## src/rtl/fifo_hs_pkg.sv

```systemverilog
package fifo_hs_pkg;

  localparam int DEF_DEPTH = 64;
  localparam int DEF_WIDTH = 4;

  // Read-side sequencing: nothing shown, word shown, waiting for strobe release
  typedef enum logic [1:0] {
    RD_IDLE = 2'd0,
    RD_SHOW = 2'd1,
    RD_HOLD = 2'd2
  } rd_state_e;

endpackage

```

## src/rtl/shf_store.sv

```systemverilog
module shf_store #(
  parameter int DEPTH = 64,
  parameter int WIDTH = 4,
  localparam int PW = (DEPTH > 1) ? $clog2(DEPTH) : 1,
  localparam int CW = $clog2(DEPTH + 1)
) (
  input  logic             clk,
  input  logic             rst_n,
  input  logic             wr_en,
  input  logic [WIDTH-1:0] wr_data,
  input  logic             rd_adv,
  output logic [WIDTH-1:0] head_data,
  output logic [CW-1:0]    occ,
  output logic [CW-1:0]    occ_nxt
);

  localparam logic [PW-1:0] LAST_PTR = PW'(DEPTH - 1);

  logic [WIDTH-1:0] mem [DEPTH];
  logic [PW-1:0]    wr_ptr_q, wr_ptr_d;
  logic [PW-1:0]    rd_ptr_q, rd_ptr_d;
  logic [CW-1:0]    occ_q;

  // next-state
  always_comb begin
    wr_ptr_d = wr_ptr_q;
    rd_ptr_d = rd_ptr_q;
    if (wr_en) begin
      wr_ptr_d = (wr_ptr_q == LAST_PTR) ? '0 : wr_ptr_q + 1'b1;
    end
    if (rd_adv) begin
      rd_ptr_d = (rd_ptr_q == LAST_PTR) ? '0 : rd_ptr_q + 1'b1;
    end
  end

  always_comb begin
    case ({wr_en, rd_adv})
      2'b10:   occ_nxt = occ_q + 1'b1;
      2'b01:   occ_nxt = occ_q - 1'b1;
      default: occ_nxt = occ_q;
    endcase
  end

  // registers
  always_ff @(posedge clk or negedge rst_n) begin
    if (!rst_n) begin
      wr_ptr_q <= '0;
      rd_ptr_q <= '0;
      occ_q    <= '0;
    end else begin
      wr_ptr_q <= wr_ptr_d;
      rd_ptr_q <= rd_ptr_d;
      occ_q    <= occ_nxt;
    end
  end

  // storage array, no reset
  always_ff @(posedge clk) begin
    if (wr_en) begin
      mem[wr_ptr_q] <= wr_data;
    end
  end

  assign head_data = mem[rd_ptr_q];
  assign occ       = occ_q;

endmodule

```

## src/rtl/shf_wr_ctrl.sv

```systemverilog
module shf_wr_ctrl #(
  parameter int DEPTH = 64,
  localparam int CW = $clog2(DEPTH + 1)
) (
  input  logic          clk,
  input  logic          rst_n,
  input  logic          shift_in,
  input  logic [CW-1:0] occ_nxt,
  output logic          wr_en,
  output logic          in_rdy
);

  localparam logic [CW-1:0] FULL_C = CW'(DEPTH);

  logic lock_q, lock_d;
  logic rdy_q, rdy_d;

  assign wr_en = shift_in & rdy_q;

  // next-state: a taken word locks the port until the strobe is released
  always_comb begin
    lock_d = lock_q;
    if (wr_en) begin
      lock_d = 1'b1;
    end else if (!shift_in) begin
      lock_d = 1'b0;
    end
    rdy_d = !lock_d && (occ_nxt < FULL_C);
  end

  always_ff @(posedge clk or negedge rst_n) begin
    if (!rst_n) begin
      lock_q <= 1'b0;
      rdy_q  <= 1'b1;
    end else begin
      lock_q <= lock_d;
      rdy_q  <= rdy_d;
    end
  end

  assign in_rdy = rdy_q;

endmodule

```

## src/rtl/shf_rd_ctrl.sv

```systemverilog
module shf_rd_ctrl
  import fifo_hs_pkg::*;
#(
  parameter int DEPTH = 64,
  parameter int WIDTH = 4,
  localparam int CW = $clog2(DEPTH + 1)
) (
  input  logic             clk,
  input  logic             rst_n,
  input  logic             shift_out,
  input  logic [CW-1:0]    occ,
  input  logic [WIDTH-1:0] head_data,
  output logic             rd_adv,
  output logic             out_rdy,
  output logic [WIDTH-1:0] dout
);

  rd_state_e        state_q, state_d;
  logic [WIDTH-1:0] dout_q;
  logic             load_en;

  assign load_en = (state_q == RD_IDLE) && (occ != '0);
  assign rd_adv  = (state_q == RD_SHOW) && shift_out;

  // next-state
  always_comb begin
    state_d = state_q;
    case (state_q)
      RD_IDLE: if (load_en)    state_d = RD_SHOW;
      RD_SHOW: if (shift_out)  state_d = RD_HOLD;
      RD_HOLD: if (!shift_out) state_d = RD_IDLE;
      default:                 state_d = RD_IDLE;
    endcase
  end

  always_ff @(posedge clk or negedge rst_n) begin
    if (!rst_n) begin
      state_q <= RD_IDLE;
    end else begin
      state_q <= state_d;
    end
  end

  // output word register with explicit enable; keeps last word when empty
  always_ff @(posedge clk or negedge rst_n) begin
    if (!rst_n) begin
      dout_q <= '0;
    end else if (load_en) begin
      dout_q <= head_data;
    end
  end

  assign out_rdy = (state_q == RD_SHOW);
  assign dout    = dout_q;

endmodule

```

## src/rtl/shift_fifo.sv

```systemverilog
module shift_fifo
  import fifo_hs_pkg::*;
#(
  parameter int DEPTH = DEF_DEPTH,
  parameter int WIDTH = DEF_WIDTH
) (
  input  logic             clk,
  input  logic             mr_n,
  input  logic             shift_in,
  input  logic [WIDTH-1:0] din,
  output logic             in_rdy,
  input  logic             shift_out,
  output logic [WIDTH-1:0] dout,
  output logic             out_rdy
);

  localparam int CW = $clog2(DEPTH + 1);

  logic             wr_en;
  logic             rd_adv;
  logic [WIDTH-1:0] head_data;
  logic [CW-1:0]    occ;
  logic [CW-1:0]    occ_nxt;

  shf_store #(
    .DEPTH (DEPTH),
    .WIDTH (WIDTH)
  ) u_store (
    .clk       (clk),
    .rst_n     (mr_n),
    .wr_en     (wr_en),
    .wr_data   (din),
    .rd_adv    (rd_adv),
    .head_data (head_data),
    .occ       (occ),
    .occ_nxt   (occ_nxt)
  );

  shf_wr_ctrl #(
    .DEPTH (DEPTH)
  ) u_wr (
    .clk      (clk),
    .rst_n    (mr_n),
    .shift_in (shift_in),
    .occ_nxt  (occ_nxt),
    .wr_en    (wr_en),
    .in_rdy   (in_rdy)
  );

  shf_rd_ctrl #(
    .DEPTH (DEPTH),
    .WIDTH (WIDTH)
  ) u_rd (
    .clk       (clk),
    .rst_n     (mr_n),
    .shift_out (shift_out),
    .occ       (occ),
    .head_data (head_data),
    .rd_adv    (rd_adv),
    .out_rdy   (out_rdy),
    .dout      (dout)
  );

endmodule

```

## config.mk

```make
export PLATFORM = sky130hd
export DESIGN_NAME = shift_fifo
export DESIGN_NICKNAME = d
export VERILOG_FILES = /design/src/rtl/fifo_hs_pkg.sv /design/src/rtl/shf_store.sv /design/src/rtl/shf_wr_ctrl.sv /design/src/rtl/shf_rd_ctrl.sv /design/src/rtl/shift_fifo.sv
export SDC_FILE = /design/constraint.sdc
export NUM_CORES = 1
export LEC_CHECK = 0
export ABC_AREA = 1
export BUFFER_PORTS_ARGS = -buffer_cell sky130_fd_sc_hd__buf_2
export CORE_ASPECT_RATIO = 1.25
export CORE_MARGIN = 4
export CORE_UTILIZATION = 55
export DETAILED_ROUTE_END_ITERATION = 6
export MAX_ROUTING_LAYER = met4
export PLACE_DENSITY = 0.74
export SYNTH_ARGS = -nofsm -noshare
export SYNTH_HDL_FRONTEND = slang
export SYNTH_SLANG_ARGS = --single-unit
```

## constraint.sdc

```tcl
create_clock -name clk -period 1.95 [get_ports clk]
set_clock_uncertainty 0.15 [all_clocks]
set_input_delay 0.0975 -clock clk [delete_from_list [all_inputs] [get_ports clk]]
set_output_delay 0.0975 -clock clk [all_outputs]
set_load 0.01 [all_outputs]
```

Word-level counts from Yosys, hierarchy flattened --
Memories as Yosys holds them, arrays and structs flattened. A register that Yosys moved wholly into a read port is not among the register bits. Cells that the tools add are included.
Operators by class: reduce and logical (&&, ||, !) cells 8, eq/ne operators 9, muxes and demuxes 11, $lt $le $gt $ge 1, add/sub/neg operators 4, bitwise logic cells 1
Operators with widths (count):
- 7-bit one-hot mux with 2 select lines | 1
- 6-bit by 1-bit adder with 6-bit output, second input constant | 2
- 6-bit == test, second input constant | 2
- 6-bit two-way mux | 2
- 7-bit by 1-bit adder with 7-bit output, second input constant | 1
- 7-bit < comparator, second input constant | 1
- 7-bit nonzero test | 1
- 7-bit by 1-bit subtractor with 7-bit output, second input constant | 1
- 2-bit two-way mux | 3
- 2-bit one-hot mux with 3 select lines | 1
- 2-bit by 1-bit == test with 1-bit output, second input constant | 2
- 2-bit == test, second input constant | 2
- 1-bit two-way mux | 4
- 2-bit inequality test, second input constant | 2
- 1-bit logical AND | 3
- 3-bit AND reduction | 1
- 1-bit zero test | 2
- 2-bit zero test | 1
- 2-bit by 1-bit inequality test with 1-bit output, second input constant | 1
- 1-bit AND | 1
Storage, ports and cells: RAM bits 256, bits of input ports 8, memories kept 1, register bits 23, output and inout bits 6
Memories:
- u_store.mem | words 64, bits a word 4, rd ports 1, clocked after Yosys merged registers in 1, wr ports 1, line shf_store.sv:19 | logic [WIDTH-1:0] mem [DEPTH];

Depth between registers and ports, before layout --
Gate-level depths: netlist of the first run.
word-level depth 6, gate-level depth with buffers 15, depth with buffers taken out 14

Cells and area by module --
From an unflattened synthesis of the first run, not the netlist that was laid out.
Unflattened totals: cell total of the unflattened synthesis 1254, area, all modules 12497.0 µm²
Modules (own cells, without submodules):
- shf_store | area each 12110.4 µm², cells an instance 1204, seq. area each 8162.8 µm², times used 1
- shf_rd_ctrl | area each 311.5 µm², cells an instance 43, seq. area each 150.1 µm², times used 1
- shf_wr_ctrl | area each 75.1 µm², cells an instance 7, seq. area each 51.3 µm², times used 1

Worst setup path before layout of the first run --
No wires, ideal clock.
path kind register -> register, start reg u_wr.rdy_q (netlist: u_wr.in_rdy), end reg u_wr.rdy_q (netlist: u_wr.in_rdy), required time 1.733 ns, arrival time 1.937 ns, path buffers 1, clock period less this slack 2.155 ns, stages on the path, launching flop included 15, path slack -0.205 ns, path through dfstp_2 > nand2_1 > ha_1 > buf_2 > xor2_1 > ha_1 > inv_1 > nand2_1 > nand3_1 > nand3_1 > nand2_1 > nand2_1 > nand2_1 > nand2_1 > nor2_1
Between the ends: word-level cells in the longest chain between the ends 5
Ends and longest elaborated chain:
- start, declared | line shf_wr_ctrl.sv:16 | logic rdy_q, rdy_d;
- start signal, assigned | line shf_wr_ctrl.sv:37 | rdy_q <= rdy_d;
- 1-bit AND * | line shf_wr_ctrl.sv:18 | assign wr_en = shift_in & rdy_q;
- 2-bit by 1-bit == test with 1-bit output or 2-bit == test (tied branches) | line shf_store.sv:37 | case ({wr_en, rd_adv})
- 7-bit one-hot mux with 2 select lines * | line shf_store.sv:37
- via occ_nxt[6] | line shift_fifo.sv:23 | logic [CW-1:0] occ_nxt;
- 7-bit < comparator * | line shf_wr_ctrl.sv:28 | rdy_d = !lock_d && (occ_nxt < FULL_C);
- 1-bit logical AND * | line shf_wr_ctrl.sv:28
- via u_wr.rdy_d | line shf_wr_ctrl.sv:16
The timed path passes the listed nets; every way through them passes the cells marked *. A chain may end at the register's enable or synchronous reset.

Worst setup path after layout of the first run --
Same ends and word-level chain as after synthesis.

==> results of run 1 <==
==> critical path, cell delays in order, from the launching register on <==
cell      delay [ns]
dfstp_2         0.55
nand2_4         0.08
ha_4            0.22
ha_4            0.29
inv_2           0.05
o21bai_1        0.17
inv_1           0.09
nand4_1         0.10
nand2_1         0.06
nand2_1         0.06
nand2_2         0.06
nor2_2          0.08
==> cell usage in the layout, fill, tap and decap left out, drive strengths merged <==
cell type and n:
nand2 386, edfxtp 256, nand3 179, nor2 117, buf 114, inv 74, clkbuf 47, dfrtp 26
a21oi 26, o21ai 12, or2 9, xor2 8, nor3 8, clkinv 7, dlygate4sd3 6, ha 6
nor4 5, xnor2 4, nand4 3, bufinv 2, o21bai 1, o22ai 1, nor3b 1, and2 1
o21a 1, dfstp 1
==> flip-flops by register name, indices dropped and copies added, names as in the netlist <==
signal	flops
u_rd.dout	4
u_rd.state_q	2
u_store.mem	256
u_store.occ	7
u_store.rd_ptr_q	6
u_store.wr_ptr_q	6
u_wr.in_rdy	1
u_wr.lock_q	1
==> through the flow <==
step	instances	hold slack, ns	setup slack, ns
2_1_floorplan	1180	-0.348	-0.0697
3_3_place_gp	1498	0.0119	-0.0254
3_5_place_dp	1498	0.0148	-0.0824
4_1_cts	1552	0.137	-0.0226
5_1_grt	1580	0.149	-0.171
6_report	1580	0.121	-0.0770
==> per-layer routing <==
metal | vias to the layer above | routed length [µm] | global-route usage
met1 | 4323 | 11600 | 0.285
met5 | - | 0 | -
met4 | 0 | 1210 | 0.0788
met2 | 424 | 16300 | 0.400
met3 | 94 | 2520 | 0.0293
li1 | 4181 | - | -
==> synthesized netlist by cell type (all sizes together) <==
master,number
nand2,386
edfxtp,256
nand3,179
nor2,117
inv,74
buf,45
a21oi,26
dfrtp,26
o21ai,12
clkbuf,10
or2,9
nor3,8
xor2,8
ha,6
nor4,5
xnor2,4
nand4,3
and2,1
dfstp,1
nor3b,1
o21a,1
o21bai,1
o22ai,1
==> area by class of cell <==
type,count,area share
clock inverter,8,0.00612
inverter,74,0.0203
timing repair buffer,130,0.0923
tap,279,0.0231
timing repair inverter,1,0.00107
sequential,283,0.553
clock buffer,37,0.0471
multi-input combinational,768,0.257
==> repair_timing <==
action / in CTS / in global routing
gates resized for setup: 13 / 165
setup endpoints to repair: 13 / 163
buffers inserted: 1 / 11
pin swaps: 5 / 37
hold buffers: 7 / 0
hold endpoints to repair: 113 / 0
cloned: 1 / 17
==> path summary, 6_finish.rpt <==
check / cells after the start / startpoint / endpoint / slack [ns]
max: 11 / u_wr.in_rdy / u_wr.in_rdy / -0.08
min: 2 / din[1] / u_store.mem[47][1] / 0.12
max reg2reg: 11 / u_wr.in_rdy / u_wr.in_rdy / -0.08
min reg2reg: 2 / u_wr.lock_q / u_wr.lock_q / 0.37
max in group asynchronous: 4 / mr_n / u_store.rd_ptr_q[1] / 0.87
min in group asynchronous: 3 / mr_n / u_store.wr_ptr_q[3] / 0.35
==> cell families (layout without fill, tap and decap cells) <==
| logic type | count (synthesis) | count (layout) | synth area share |
|---|---|---|---|
| simple gates | 709 | 709 | 0.240 |
| fa+ha+maj | 6 | 6 | 0.00611 |
| compound gates | 41 | 41 | 0.0172 |
| xor+xnor | 12 | 12 | 0.00855 |
| buf+inv | 129 | 250 | 0.0468 |
| flops | 283 | 283 | 0.681 |
==> where the power goes <==
part           switching, mW  internal (mW)  leakage [nW]
Sequential             0.394           7.01          2.62
Combinational           5.82           3.75          2.89
Clock                   2.11           2.80         0.391
Total                   8.33           13.6          5.90
==> flow_summary.ini, run 1 <==
[status]
outcome = complete, but fails checks
violations = setup timing

[clocking]
cts.sink_count = 283
clkLatencyLatePin_ns = 0.54
cts_tree = yes
ctsHtreeMaxLevel = 1
root_buffer = clkbuf_16
cts.clk_slew.worst_paths_ns = 0.06
clockBufferDepth = 3
numCtsBuffers = 26

[power]
p_per_area_nw_per_um2 = 1450
ir_worst_vdd_uv = 1400
finalPower_mw = 21.9
power_leakage_nw = 5.90

[die]
core_um2 = 21800
io-pin-count = 14
die_y_um = 175
fp.dieW_um = 142
die_area_um2 = 24800
fp-row-count = 60
initial_utilization = 0.564

[drt]
drtAntennaViolNets = 0
vias_per_cell = 5.71
routed_wl_um = 31600
first_iter_violations = 820
wl_per_cell_um = 20.0
drc = 0
num_vias = 9022
drt_pass1_iterations = 5

[layout]
seq_area_um2 = 8370
utilization = 0.695
fillers = 1471
fin_area_um2 = 15100
multiInputGateArea_um2 = 3890
num_antenna_cells = 0
nets = 1298
area_growth_pct = 23.2
drive_above_1_share = 0.238

[global_routing]
grt_max_degree = 65
overflow = 0
grt_pass1_wl_um = 44100
grt_pass1_vias = 8414
antenna_found_initial = 0
grtUsageTotal = 0.233

[sta]
finalSetupTns_ns = -0.296
finalHoldViolCount = 0
worstMarginPinSlew_ns = 0.793
setup_viol = 7
setup_slack_ns = -0.0770
period_share = 1.04
min_period_ns = 2.03
rsz0062_at_grt = true
slew_viol_final = 0
slew_headroom = 0.471
fmax_mhz = 493

[logic_synthesis]
synth.avg_cell_area_um2 = 10.4
synthCells = 1180
syn_nets = 1194
yosys_warnings = 0
syn-cell-area_um2 = 12300
synth_top_area_frac = 0.626
yosysTopAreaCell = edfxtp_1
seq_area_frac_synth = 0.681
synthTopCellsByArea = edfxtp_1 63%, nand2_1 12%, nand3_1 7.3%
ys_seq_elements = 283
synth_cell_type_count = 30

[worst_setup_path]
critPathLaunchType = flip-flop
critPathKind = flip-flop to flip-flop
endpoint_kind = flip-flop
critPathRequiredTime_ns = 2.27
arrival_ns = 2.35
path_max_fanout = 6

[place]
hpwl_um = 17000
gp_congestion = 0.906
place_area_um2 = 13200
portBuffers = 13

[run]
maxCapViolations = 0

[worst_hold_path]
hold_path_class = input port to flip-flop
Power figures use the tool's default switching activity.
==> run 2, diff against run 1 <==
--- a/config.mk
+++ b/config.mk
@@ -9,10 +9,9 @@
 export BUFFER_PORTS_ARGS = -buffer_cell sky130_fd_sc_hd__buf_2
 export CORE_ASPECT_RATIO = 1.25
 export CORE_MARGIN = 4
-export CORE_UTILIZATION = 55
+export CORE_UTILIZATION = 40
 export DETAILED_ROUTE_END_ITERATION = 6
 export MAX_ROUTING_LAYER = met4
-export PLACE_DENSITY = 0.74
 export SYNTH_ARGS = -nofsm -noshare
 export SYNTH_HDL_FRONTEND = slang
 export SYNTH_SLANG_ARGS = --single-unit
==> flow_summary.ini, run 2 (same netlist as run 1, synthesis figures left out) <==
[sta]
rsz0062_at_grt = true
slew_viol_final = 0
fmax_mhz = 502
min_period_ns = 1.99
setup_viol = 9
finalHoldViolCount = 0
finalSetupTns_ns = -0.112
setup_slack_ns = -0.0426
worstMarginPinSlew_ns = 0.946
period_share = 1.02
slew_headroom = 0.367

[layout]
final_cell_mix = 370 x nand2_1, 256 x edfxtp_1, 166 x nand3_1
nets = 1276
fin_area_um2 = 15000
area_growth_pct = 21.9
largest_reg_flops = 256
drive_above_1_share = 0.208
layout_commonest_cell = nand2_1
fillers = 2733
top_register = u_store.mem

[worst_setup_path]
rr_worst_depth = 11
crit_buf_inv = 1
critical_path.slowest_cell = dfstp_2
slowest_delay_ns = 0.55
r2r_end = u_wr.in_rdy
cpMostUsedCell = nand2_1
reg2reg_from = u_wr.in_rdy
endpoint_kind = flip-flop
crit_start = u_wr.in_rdy
critPathRequiredTime_ns = 2.28
cpLargestDelayFamily = simple AND/OR/NAND/NOR gates
path_max_fanout = 7
arrival_ns = 2.32
critPathLaunchType = flip-flop
critPathKind = flip-flop to flip-flop
path_cells = nand2_4 -> ha_4 -> buf_6 -> xnor2_4 -> nor2_4 -> nand3_4 -> nand4_1 -> nand2_1 -> nand2_1 -> nand2_2 -> nor2_2
reg2reg_slack_ns = -0.04

[global_routing]
grtUsageTotal = 0.185
grt_pass1_vias = 8544
grt_pass1_wl_um = 46600
antenna_found_initial = 1
overflow = 0
grt_max_degree = 66

[power]
clkPwrFrac = 0.239
swShare = 0.378
seqPwrFrac = 0.355
p_sw_mw = 7.94
ir_worst_vdd_uv = 866
p_int_mw = 13.1
p_per_area_nw_per_um2 = 1400
pwr-share-comb = 0.405
power_leakage_nw = 5.74

[status]
outcome = complete, but fails checks
violations = setup timing

[clocking]
cts.clk_slew.worst_paths_ns = 0.06
ctsHtreeMaxLevel = 1
cts_tree = yes
root_buffer = clkbuf_16
numCtsBuffers = 28
clockBufferDepth = 3
clkLatencyLatePin_ns = 0.54
cts.sink_count = 283

[die]
die_area_um2 = 33600
fp.dieW_um = 165
initial_utilization = 0.407
io-pin-count = 14
fp-row-count = 71
core_um2 = 30200
die_y_um = 204

[place]
gp_congestion = 0.846
portBuffers = 13
hpwl_um = 18700
place_area_um2 = 13300

[drt]
drtAntennaViolNets = 0
wl_met3_um = 1430
dr.max_layer_used = met4
wl_met1_um = 12400
num_vias = 8627
met2_length_um = 16600
drc = 0
first_iter_violations = 603
vias_per_cell = 5.12
drt_pass1_iterations = 5
routed_wl_um = 31300
wl_per_cell_um = 18.6

[worst_hold_path]
min_to = u_store.mem[9][3]
whs_path_depth = 2
hold_path_class = input port to flip-flop
min_from = din[3]

[run]
maxCapViolations = 0
==> run 2: cell types whose count changed in the layout (fill, tap and decap cells not counted), moves of 5 or more <==
cell / delta
clkbuf_1: -5
buf_6: -7
buf_4: -16
nand2_1: +11
clkinv_1: +5
nand3_1: +15
nor2_2: +6
nand3_2: -15
nand2_2: -13
nor2_1: -5
or2_4: -5
or2_2: +6
==> run 2: power by group through the flow <==
| stage | logic, mW | registers [mW] | clock network (mW) |
|---|---|---|---|
| CTS | 7.31 | 7.40 | 5.10 |
| floorplan | 4.67 | 7.37 | 0 |
| global route | 9.34 | 7.51 | 5.33 |
| global placement | 6.99 | 7.51 | 0 |
| detailed placement | 7.04 | 7.51 | 0 |
| finish | 8.53 | 7.47 | 5.03 |
==> run 2: how the worst max path moves through the flow <==
stage	end	slack, ns	depth (start not counted)
floorplan	u_wr.in_rdy	-0.07	14
global placement	u_wr.in_rdy	-0.07	12
detailed placement	u_wr.in_rdy	-0.09	12
CTS	u_store.occ[4]	-0.03	10
global route	u_wr.in_rdy	-0.14	12
finish	u_wr.in_rdy	-0.04	11
==> run 2: routing by layer <==
metal,vias to the layer above,track usage
met5,-,-
met4,0,0.0627
met3,60,0.0222
met2,214,0.328
met1,4212,0.218
li1,4141,-
==> run 2: through the flow <==
stage	power (mW)	util	cells	hold WS (ns)	worst slack (ns)
2_1_floorplan	12.0	-	1180	-0.348	-0.0697
3_3_place_gp	14.5	0.439	1608	0.00968	-0.0666
3_5_place_dp	14.6	0.439	1608	0.0143	-0.0863
4_1_cts	19.8	0.475	1670	0.133	-0.0253
5_1_grt	22.2	0.496	1685	0.165	-0.140
6_report	21.0	0.496	1685	0.129	-0.0426
==> run 2: final cells by class <==
type,instances,area [µm²],area share
repair buffers,107,1170,0.0783
clock buffers,34,744,0.0497
inverters,74,293,0.0196
well taps,401,502,0.0335
clock inverters,17,106,0.00710
diodes,1,2.50,0.000167
flip-flops and latches,283,8370,0.559
multi-input cells,768,3780,0.253
==> run 2: what timing repair did <==
item,in CTS,in global routing
hold buffers,9,0
gates resized for setup,28,116
endpoints found under the setup margin,62,211
endpoints found under the hold margin,227,0
pin swaps,1,22
buffers inserted,1,8
cloned,1,6
==> run 2: worst register-to-register path, delay by kind of cell (launching register included) <==
family                   cells  cell delay (ns)
XOR/XNOR                     1             0.16
adder cells (fa/ha/maj)      1             0.21
buffers and inverters        1             0.14
flip-flops                   1             0.55
AND/OR/NAND/NOR              8             0.74
